[src/rtl/pata_pio_pkg.sv]
package pata_pio_pkg;
  localparam int REG_AW = 8;
  localparam int REG_DW = 32;
  localparam int DEV_DW = 16;
  localparam int DEV_AW = 3;
  localparam int SET_W  = 4;
  localparam int ACT_W  = 8;
  localparam int REC_W  = 8;
  localparam int TIME_W = SET_W + ACT_W + REC_W;
  localparam int CNT_W  = 8;

  localparam logic [REG_AW-1:0] OFS_CTRL  = 8'h00;
  localparam logic [REG_AW-1:0] OFS_ISTAT = 8'h10;
  localparam logic [REG_AW-1:0] OFS_IMASK = 8'h14;
  localparam logic [REG_AW-1:0] OFS_CFG   = 8'h18;
  localparam logic [REG_AW-1:0] OFS_TIME  = 8'h2C;
  localparam logic [REG_AW-1:0] OFS_TF_LO = 8'h54;
  localparam logic [REG_AW-1:0] OFS_TF_HI = 8'h74;
  localparam logic [REG_AW-1:0] OFS_RDATA = 8'h7C;
  localparam logic [REG_AW-1:0] OFS_PEND  = 8'h84;

  localparam int CFG_WAIT_BIT = 1;
  localparam int CFG_SWAP_BIT = 6;
  localparam int PEND_BUSY_BIT = 28;
  localparam int PEND_SLOT_BIT = 29;

  typedef enum logic [1:0] {PH_IDLE, PH_SETUP, PH_STROBE, PH_RECOV} phase_t;

  typedef struct packed {
    logic              wr;
    logic              cs1;
    logic [DEV_AW-1:0] da;
    logic              wide;
    logic              swap;
    logic [DEV_DW-1:0] data;
  } dev_op_t;

  function automatic logic [DEV_DW-1:0] swap_bytes(input logic [DEV_DW-1:0] w);
    return {w[DEV_DW/2-1:0], w[DEV_DW-1:DEV_DW/2]};
  endfunction
endpackage

[src/rtl/pata_pio_regs.sv]
module pata_pio_regs
  import pata_pio_pkg::*;
#(
  parameter int SYNC_STAGES = 2
) (
  input  logic              clk,
  input  logic              rst_n,
  input  logic              req_valid,
  input  logic              req_write,
  input  logic [REG_AW-1:0] req_addr,
  input  logic [REG_DW-1:0] req_wdata,
  output logic              req_ready,
  output logic              rsp_valid,
  output logic [REG_DW-1:0] rsp_data,
  input  logic              slot_full,
  output logic              push,
  output dev_op_t           push_op,
  output logic              ctrl_en,
  output logic              cfg_wait,
  output logic [TIME_W-1:0] timing,
  input  logic              busy,
  input  logic              cap_fire,
  input  logic [DEV_DW-1:0] cap_word,
  input  logic              intrq,
  output logic              irq
);
  logic              en_q, wait_q, swap_q, mask_q, stat_q;
  logic [TIME_W-1:0] time_q;
  logic [DEV_DW-1:0] rdcap_q;
  logic [SYNC_STAGES:0] sync_q;
  logic              tf_hit, accept, clr_stat, intr_edge;
  logic [REG_AW-1:0] tf_off;
  logic [REG_AW-3:0] tf_idx;
  logic [REG_DW-1:0] rd_val;
  logic              unused_wdata;

  assign tf_off = req_addr - OFS_TF_LO;
  assign tf_idx = tf_off[REG_AW-1:2];
  assign tf_hit = (req_addr >= OFS_TF_LO) && (req_addr <= OFS_TF_HI) && (req_addr[1:0] == 2'b00);
  assign req_ready = !(tf_hit && slot_full);
  assign accept = req_valid && req_ready;
  assign push = accept && tf_hit;
  assign clr_stat = accept && req_write && (req_addr == OFS_ISTAT) && req_wdata[0];
  assign intr_edge = sync_q[SYNC_STAGES-1] && !sync_q[SYNC_STAGES];
  assign unused_wdata = ^{req_wdata[REG_DW-1:TIME_W]};

  always_comb begin
    push_op.wr   = req_write;
    push_op.cs1  = (tf_off == (OFS_TF_HI - OFS_TF_LO));
    push_op.da   = push_op.cs1 ? DEV_AW'(6) : tf_idx[DEV_AW-1:0];
    push_op.wide = (req_addr == OFS_TF_LO);
    push_op.swap = swap_q;
    if (push_op.wide)
      push_op.data = swap_q ? swap_bytes(req_wdata[DEV_DW-1:0]) : req_wdata[DEV_DW-1:0];
    else
      push_op.data = {{(DEV_DW-8){1'b0}}, req_wdata[7:0]};
  end

  always_comb begin
    rd_val = '0;
    unique case (req_addr)
      OFS_CTRL:  rd_val[0] = en_q;
      OFS_ISTAT: rd_val[0] = stat_q;
      OFS_IMASK: rd_val[0] = mask_q;
      OFS_CFG:   begin rd_val[CFG_WAIT_BIT] = wait_q; rd_val[CFG_SWAP_BIT] = swap_q; end
      OFS_TIME:  rd_val[TIME_W-1:0] = time_q;
      OFS_RDATA: rd_val[DEV_DW-1:0] = rdcap_q;
      OFS_PEND:  begin rd_val[PEND_BUSY_BIT] = busy; rd_val[PEND_SLOT_BIT] = slot_full; end
      default:   rd_val = '0;
    endcase
  end

  always_ff @(posedge clk or negedge rst_n) begin
    if (!rst_n) begin
      en_q <= 1'b0; wait_q <= 1'b0; swap_q <= 1'b0; mask_q <= 1'b0; stat_q <= 1'b0;
      time_q <= '0; rdcap_q <= '0; sync_q <= '0;
      rsp_valid <= 1'b0; rsp_data <= '0;
    end else begin
      sync_q <= {sync_q[SYNC_STAGES-1:0], intrq};
      rsp_valid <= accept && !req_write;
      rsp_data  <= (accept && !req_write) ? rd_val : '0;
      if (cap_fire) rdcap_q <= cap_word;
      if (intr_edge) stat_q <= 1'b1;
      else if (clr_stat) stat_q <= 1'b0;
      if (accept && req_write) begin
        unique case (req_addr)
          OFS_CTRL:  en_q <= req_wdata[0];
          OFS_IMASK: mask_q <= req_wdata[0];
          OFS_CFG:   begin wait_q <= req_wdata[CFG_WAIT_BIT]; swap_q <= req_wdata[CFG_SWAP_BIT]; end
          OFS_TIME:  time_q <= req_wdata[TIME_W-1:0];
          default:   ;
        endcase
      end
    end
  end

  assign ctrl_en  = en_q;
  assign cfg_wait = wait_q;
  assign timing   = time_q;
  assign irq      = stat_q && mask_q;

  // a clear without a coincident edge leaves the status bit low
  a_r11_w1c_clears: assert property (@(posedge clk) disable iff (!rst_n)
    (clr_stat && !intr_edge) |=> !irq);
  // every accepted read produces a response on the next cycle
  a_r2_rsp_follows_read: assert property (@(posedge clk) disable iff (!rst_n)
    (req_valid && req_ready && !req_write) |=> rsp_valid);
endmodule

[src/rtl/pata_pio_slot.sv]
module pata_pio_slot
  import pata_pio_pkg::*;
(
  input  logic    clk,
  input  logic    rst_n,
  input  logic    push,
  input  dev_op_t push_op,
  input  logic    take,
  output logic    full,
  output dev_op_t op
);
  always_ff @(posedge clk or negedge rst_n) begin
    if (!rst_n) begin
      full <= 1'b0;
      op   <= '0;
    end else if (push) begin
      full <= 1'b1;
      op   <= push_op;
    end else if (take) begin
      full <= 1'b0;
    end
  end

  // the one-entry slot is never written while occupied
  a_r10_no_overflow: assert property (@(posedge clk) disable iff (!rst_n)
    push |-> !full);
endmodule

[src/rtl/pata_pio_cycle.sv]
module pata_pio_cycle
  import pata_pio_pkg::*;
(
  input  logic              clk,
  input  logic              rst_n,
  input  logic              en,
  input  logic              wait_en,
  input  logic [TIME_W-1:0] timing,
  input  logic              slot_full,
  input  dev_op_t           slot_op,
  output logic              take,
  output logic              busy,
  output logic              cap_fire,
  output logic [DEV_DW-1:0] cap_word,
  output logic              ata_cs0_n,
  output logic              ata_cs1_n,
  output logic [DEV_AW-1:0] ata_da,
  output logic              ata_dior_n,
  output logic              ata_diow_n,
  output logic [DEV_DW-1:0] ata_dd_out,
  output logic              ata_dd_oe,
  input  logic [DEV_DW-1:0] ata_dd_in,
  input  logic              ata_iordy
);
  phase_t           ph;
  logic [CNT_W-1:0] cnt, tset_q, tact_q, trec_q;
  logic [CNT_W-1:0] n_set, n_act, n_rec;
  logic             wait_q, strobe_done, recov_done;
  dev_op_t          cur;

  assign n_set = (timing[SET_W-1:0] == '0) ? CNT_W'(1) : CNT_W'(timing[SET_W-1:0]);
  assign n_act = (timing[SET_W+ACT_W-1:SET_W] == '0) ? CNT_W'(1) : CNT_W'(timing[SET_W+ACT_W-1:SET_W]);
  assign n_rec = (timing[TIME_W-1:SET_W+ACT_W] == '0) ? CNT_W'(1) : CNT_W'(timing[TIME_W-1:SET_W+ACT_W]);

  assign strobe_done = (ph == PH_STROBE) && (cnt >= tact_q) && (!wait_q || ata_iordy);
  assign recov_done  = (ph == PH_RECOV) && (cnt >= trec_q);
  assign take        = slot_full && en && ((ph == PH_IDLE) || recov_done);
  assign busy        = (ph != PH_IDLE);
  assign cap_fire    = strobe_done && !cur.wr;
  assign cap_word    = !cur.wide ? {{(DEV_DW-8){1'b0}}, ata_dd_in[7:0]}
                     : (cur.swap ? swap_bytes(ata_dd_in) : ata_dd_in);

  always_ff @(posedge clk or negedge rst_n) begin
    if (!rst_n) begin
      ph <= PH_IDLE; cnt <= '0; cur <= '0; wait_q <= 1'b0;
      tset_q <= '0; tact_q <= '0; trec_q <= '0;
    end else begin
      unique case (ph)
        PH_SETUP:  if (cnt >= tset_q) begin ph <= PH_STROBE; cnt <= CNT_W'(1); end
                   else cnt <= cnt + 1'b1;
        PH_STROBE: if (strobe_done) begin ph <= PH_RECOV; cnt <= CNT_W'(1); end
                   else if (cnt < tact_q) cnt <= cnt + 1'b1;
        PH_RECOV:  if (recov_done) ph <= PH_IDLE;
                   else cnt <= cnt + 1'b1;
        default:   ;
      endcase
      if (take) begin
        ph <= PH_SETUP; cnt <= CNT_W'(1); cur <= slot_op; wait_q <= wait_en;
        tset_q <= n_set; tact_q <= n_act; trec_q <= n_rec;
      end
    end
  end

  assign ata_cs0_n  = !(busy && !cur.cs1);
  assign ata_cs1_n  = !(busy && cur.cs1);
  assign ata_da     = busy ? cur.da : '0;
  assign ata_dior_n = !((ph == PH_STROBE) && !cur.wr);
  assign ata_diow_n = !((ph == PH_STROBE) && cur.wr);
  assign ata_dd_oe  = busy && cur.wr;
  assign ata_dd_out = ata_dd_oe ? cur.data : '0;

  // with the interface disabled an idle engine stays idle
  a_r8_idle_when_off: assert property (@(posedge clk) disable iff (!rst_n)
    (ph == PH_IDLE && !en) |=> (ph == PH_IDLE));
  // an enabled wait state holds the strobe while IORDY is low
  a_r5_iordy_holds: assert property (@(posedge clk) disable iff (!rst_n)
    (ph == PH_STROBE && wait_q && !ata_iordy) |=> (ph == PH_STROBE));
  // strobes only appear under an active chip select
  a_r3_strobe_in_select: assert property (@(posedge clk) disable iff (!rst_n)
    (!ata_dior_n || !ata_diow_n) |-> (!ata_cs0_n || !ata_cs1_n));
  // address does not move between strobe and the following cycle of the same access
  a_r3_addr_stable: assert property (@(posedge clk) disable iff (!rst_n)
    (ph == PH_STROBE) |=> $stable(ata_da));
endmodule

[src/rtl/pata_pio_host.sv]
module pata_pio_host
  import pata_pio_pkg::*;
(
  input  logic        clk,
  input  logic        rst_n,
  input  logic        req_valid,
  output logic        req_ready,
  input  logic        req_write,
  input  logic [7:0]  req_addr,
  input  logic [31:0] req_wdata,
  output logic        rsp_valid,
  output logic [31:0] rsp_data,
  output logic        ata_cs0_n,
  output logic        ata_cs1_n,
  output logic [2:0]  ata_da,
  output logic        ata_dior_n,
  output logic        ata_diow_n,
  output logic [15:0] ata_dd_out,
  output logic        ata_dd_oe,
  input  logic [15:0] ata_dd_in,
  input  logic        ata_iordy,
  input  logic        ata_intrq,
  output logic        irq
);
  logic              slot_full, push, take, busy, cap_fire, ctrl_en, cfg_wait;
  dev_op_t           push_op, slot_op;
  logic [TIME_W-1:0] timing;
  logic [DEV_DW-1:0] cap_word;

  pata_pio_regs #(.SYNC_STAGES(2)) u_regs (
    .clk(clk), .rst_n(rst_n),
    .req_valid(req_valid), .req_write(req_write), .req_addr(req_addr), .req_wdata(req_wdata),
    .req_ready(req_ready), .rsp_valid(rsp_valid), .rsp_data(rsp_data),
    .slot_full(slot_full), .push(push), .push_op(push_op),
    .ctrl_en(ctrl_en), .cfg_wait(cfg_wait), .timing(timing),
    .busy(busy), .cap_fire(cap_fire), .cap_word(cap_word),
    .intrq(ata_intrq), .irq(irq)
  );

  pata_pio_slot u_slot (
    .clk(clk), .rst_n(rst_n), .push(push), .push_op(push_op),
    .take(take), .full(slot_full), .op(slot_op)
  );

  pata_pio_cycle u_cycle (
    .clk(clk), .rst_n(rst_n), .en(ctrl_en), .wait_en(cfg_wait), .timing(timing),
    .slot_full(slot_full), .slot_op(slot_op), .take(take), .busy(busy),
    .cap_fire(cap_fire), .cap_word(cap_word),
    .ata_cs0_n(ata_cs0_n), .ata_cs1_n(ata_cs1_n), .ata_da(ata_da),
    .ata_dior_n(ata_dior_n), .ata_diow_n(ata_diow_n),
    .ata_dd_out(ata_dd_out), .ata_dd_oe(ata_dd_oe),
    .ata_dd_in(ata_dd_in), .ata_iordy(ata_iordy)
  );
endmodule

[config.mk]
export PLATFORM = sky130hd
export DESIGN_NAME = pata_pio_host
export DESIGN_NICKNAME = d
export VERILOG_FILES = /design/src/rtl/pata_pio_pkg.sv /design/src/rtl/pata_pio_regs.sv /design/src/rtl/pata_pio_slot.sv /design/src/rtl/pata_pio_cycle.sv /design/src/rtl/pata_pio_host.sv
export SDC_FILE = /design/constraint.sdc
export NUM_CORES = 1
export LEC_CHECK = 0
export BUFFER_PORTS_ARGS = -buffer_cell sky130_fd_sc_hd__clkbuf_2
export CAP_MARGIN = 40
export CELL_PAD_IN_SITES_DETAIL_PLACEMENT = 2
export CELL_PAD_IN_SITES_GLOBAL_PLACEMENT = 2
export CORE_MARGIN = 1.5
export CORE_UTILIZATION = 41
export CTS_BUF_LIST = sky130_fd_sc_hd__clkbuf_4 sky130_fd_sc_hd__clkbuf_8 sky130_fd_sc_hd__clkbuf_16
export CTS_CLUSTER_DIAMETER = 150
export DETAILED_ROUTE_END_ITERATION = 10
export PLACE_DENSITY = 0.84
export SYNTH_ARGS = -nofsm -noshare
export SYNTH_HDL_FRONTEND = slang
export SYNTH_HIERARCHICAL = 1
export SYNTH_SLANG_ARGS = --single-unit
[constraint.sdc]
create_clock -name clk -period 4.4 [get_ports clk]
set_input_delay 0.44 -clock clk [delete_from_list [all_inputs] [get_ports clk]]
set_output_delay 0.44 -clock clk [all_outputs]
set_load 0.01 [all_outputs]
==> flow_summary.ini <==
[grt]
grt_remaining_overflow = 0
grt_pass1_wl_um = 38600
grt_pass1_vias = 6564
grt.total_usage_pct = 26.1
grt_max_degree = 70
antenna_found_initial = 0

[route]
viasPerCell = 5.63
dr.pass1.iters = 7
wl_per_cell_um = 24.7
vias = 5522
postRouteAntennaNets = 0
drtIter0Drc = 241
drt_wl_total_um = 24300
route.detailed.drc = 5

[setup_path]
worstPathArrival_ns = 2.74
critical_path_buf_inv_count = 4
crit_type = input port to primary output
critPathTopFamily = simple AND/OR/NAND/NOR gates
cp_slowest_cell = nand4_1
required_ns = 3.96
worst_path_largest_cell_delay_ns = 0.61
path_cells = clkbuf_2 -> inv_1 -> ha_1 -> nor3b_1 -> nand4_1 -> a211oi_2 -> inv_1 -> clkbuf_2
end_kind = primary output
critPathMaxFanout = 11
rr_worst_depth = 9
crit_path_start_kind = input port
cp.depth = 8

[power_and_ir_drop]
power_leakage_nw = 4.29
switchingPower_w = 0.00128
internal_power_w = 0.00285
power_frac_comb_pct = 24.5
swShare_pct = 31.1
clkPwrFrac_pct = 36.8
seq_power_share_pct = 38.7
p_per_area_mw_per_mm2 = 466
irDropWorstVdd_v = 0.000292

[synthesis]
syn_area_mm2 = 0.00767
syn_area_per_cell_um2 = 11.8
ys_async_sr_fraction_pct = 100
synth_cell_types = 65
ys_ff_latch = 145
synth_seq_area_share_pct = 47.3
synth_edf_count = 0
synth_ff_type = dfrtp_1
synthCells = 650
ys_warn_count = 6

[floorplan]
dieArea_mm2 = 0.0195
start_util_pct = 42.3
pin_count = 121
die_y_um = 140
die_w_um = 140
num_rows = 49
fp.coreArea_mm2 = 0.0181

[status]
violations = design-rule violations
status = finished, violations left

[min_path]
hp-class = input port to asynchronous set/reset pin

[sta]
slew_violations = 0
finalSetupViolCount = 0
min_period_ns = 3.18
finalSetupTns_ns = 0
rsz0062_at_grt = false
max_slew_margin_pct = 35.9
hold_violations = 0
fmax_mhz = 314
skew_ns = 0.00982
fin_crit_sh_pct = 72.4
worst_pin_slew_ns = 0.961

[cells_and_area]
fillerInstances = 1796
seq_area_mm2 = 0.00363
drive_gt1_share_pct = 34.2
nNetsFinal = 833
syn2layout_area_growth_pct = 15.4
finalInstanceArea_mm2 = 0.00886
multi_input_area_mm2 = 0.00365
diodes = 0

[placement]
place_congestion = 0.810
io_buffers = 98
hpwl_um = 16600
placed_cell_area_mm2 = 0.00824

[clocking]
h-tree-depth = 4
insertion_delay_ns = 0.43
cts.reportedPaths.clkPinSlew_ns = 0.06
postCtsHoldBufs = 0
cts_tree = built
cts_buffers = 17
postCtsSetupBuffers = 0
clk_path_buf_depth = 2
cts_root_buf = clkbuf_16
cts_resized = 0
clock_sinks = 145

[run]
max_cap_viol_count = 0
[cells in the final DEF (no fill, tap or decap), drive strengths merged, types with 3 or more instances in the layout]
cell and n:
a211o 3, nor4 4, or3 7, a21o 5, nor2b 18, and2 21, dfrtp 145, nand2 40
bufinv 3, buf 8, o21a 3, nand3 10, nor3 29, ha 32, mux2 104, nor2 18
a22oi 15, o21ai 31, and3 5, o31ai 3, nand4 5, a21oi 16, clkbuf 119, nand2b 6
clkinv 5, inv 35, nor4b 3, mux2i 17, or4 3, conb 10, a211oi 5
[worst register-to-register path, stage by stage (launching register included)]
cell and delay, ns:
dfrtp_1 0.44, inv_1 0.18, ha_1 0.33, nand2b_4 0.12, a21oi_1 0.07, a211o_2 0.35
a31o_4 0.29, inv_4 0.61, a21o_1 0.31, o21ba_2 0.20
[synthesized netlist by cell type, drive strengths merged, types with 17 or more instances]
cell type	instances	area, µm²
inv	34	130
and2	21	131
mux2	104	1400
buf	33	275
ha	32	400
mux2i	17	170
nand2	40	158
o21ai	31	155
nor2b	18	113
nor3	29	145
dfrtp	145	3630
nor2	18	67.6
[path summary, 6_finish.rpt]
| kind | from | to | slack [ns] |
|---|---|---|---|
| worst min-delay path | rst_n | u_regs/rdcap_q[13] | 0.02 |
| worst max-delay path | req_addr[3] | req_ready | 1.22 |
| min in group clk | ata_intrq | u_regs/sync_q[0] | 0.12 |
| max in group asynchronous | rst_n | u_cycle/trec_q[3] | 3.36 |
| worst max register to register | u_cycle/cnt[0] | u_cycle/cnt[7] | 1.38 |
| worst min register to register | u_regs/sync_q[0] | u_regs/sync_q[1] | 0.35 |
[registers in the layout (all words and copies together) (netlist names)]
register and flops:
u_cycle/cur 23, u_slot/op 23, u_regs/rsp_data 22, u_regs/timing 20, u_regs/rdcap_q 16, u_cycle/cnt 8
u_cycle/tact_q 8, u_cycle/trec_q 8, u_cycle/tset_q 4, u_regs/sync_q 3, u_cycle/ph 2, u_cycle/wait_q 1
u_regs/cfg_wait 1, u_regs/ctrl_en 1, u_regs/mask_q 1, u_regs/rsp_valid 1, u_regs/stat_q 1, u_regs/swap_q 1
u_slot/full 1
[through the flow]
stage / hold WS (ns) / setup WS [ns] / utilization (%) / total power, W / instances
CTS: 0.0311 / 1.24 / 48.8 / 0.00416 / 981
global route: 0.0584 / 1.04 / 48.8 / 0.00431 / 981
finish: 0.0154 / 1.22 / 48.8 / 0.00413 / 981
global placement: 0.332 / 1.34 / 45.4 / 0.00250 / 948
floorplan: 0.144 / 1.94 / - / 0.00226 / 659
detailed placement: 0.339 / 1.23 / 45.4 / 0.00259 / 949
[routing by layer]
| layer | vias up | GRT usage (%) | wire length [µm] |
|---|---|---|---|
| met4 | 0 | 9.47 | 693 |
| met3 | 44 | 5.71 | 1030 |
| li1 | 2450 | - | - |
| met5 | - | 0 | 0 |
| met1 | 2885 | 30.1 | 9770 |
| met2 | 143 | 47.6 | 12800 |
[power groups by stage]
stage | logic [W] | registers [W] | clock network, W
global route | 0.00111 | 0.00161 | 0.00160
finish | 0.00101 | 0.00160 | 0.00152
floorplan | 0.000707 | 0.00155 | 0
CTS | 0.00102 | 0.00159 | 0.00155
detailed placement | 0.000979 | 0.00161 | 0
global placement | 0.000904 | 0.00159 | 0
[cell type report]
cell class | instances | area share (%)
timing repair buffer | 105 | 6.20
sequential | 145 | 41.0
multi-input combinational | 436 | 41.2
tap | 229 | 3.24
clock inverter | 10 | 1.48
inverter | 34 | 1.47
clock buffer | 22 | 5.44
[kinds of logic (layout without fill, tap and decap cells)]
logic type                 count (synthesis)  count (layout)  synth area share [%]
xor gates and xnor gates                   1               1                 0.114
muxes                                    121             121                  20.5
other                                      1              10                0.0489
DFF                                      145             145                  47.3
and+or+nand+nor                          175             175                  12.5
buffers and inverters                     78             171                  5.85
adders and majority gates                 32              32                  5.22
AOI/OAI and AO/OA                         97              97                  8.58
(Power assumes the default switching activity.)
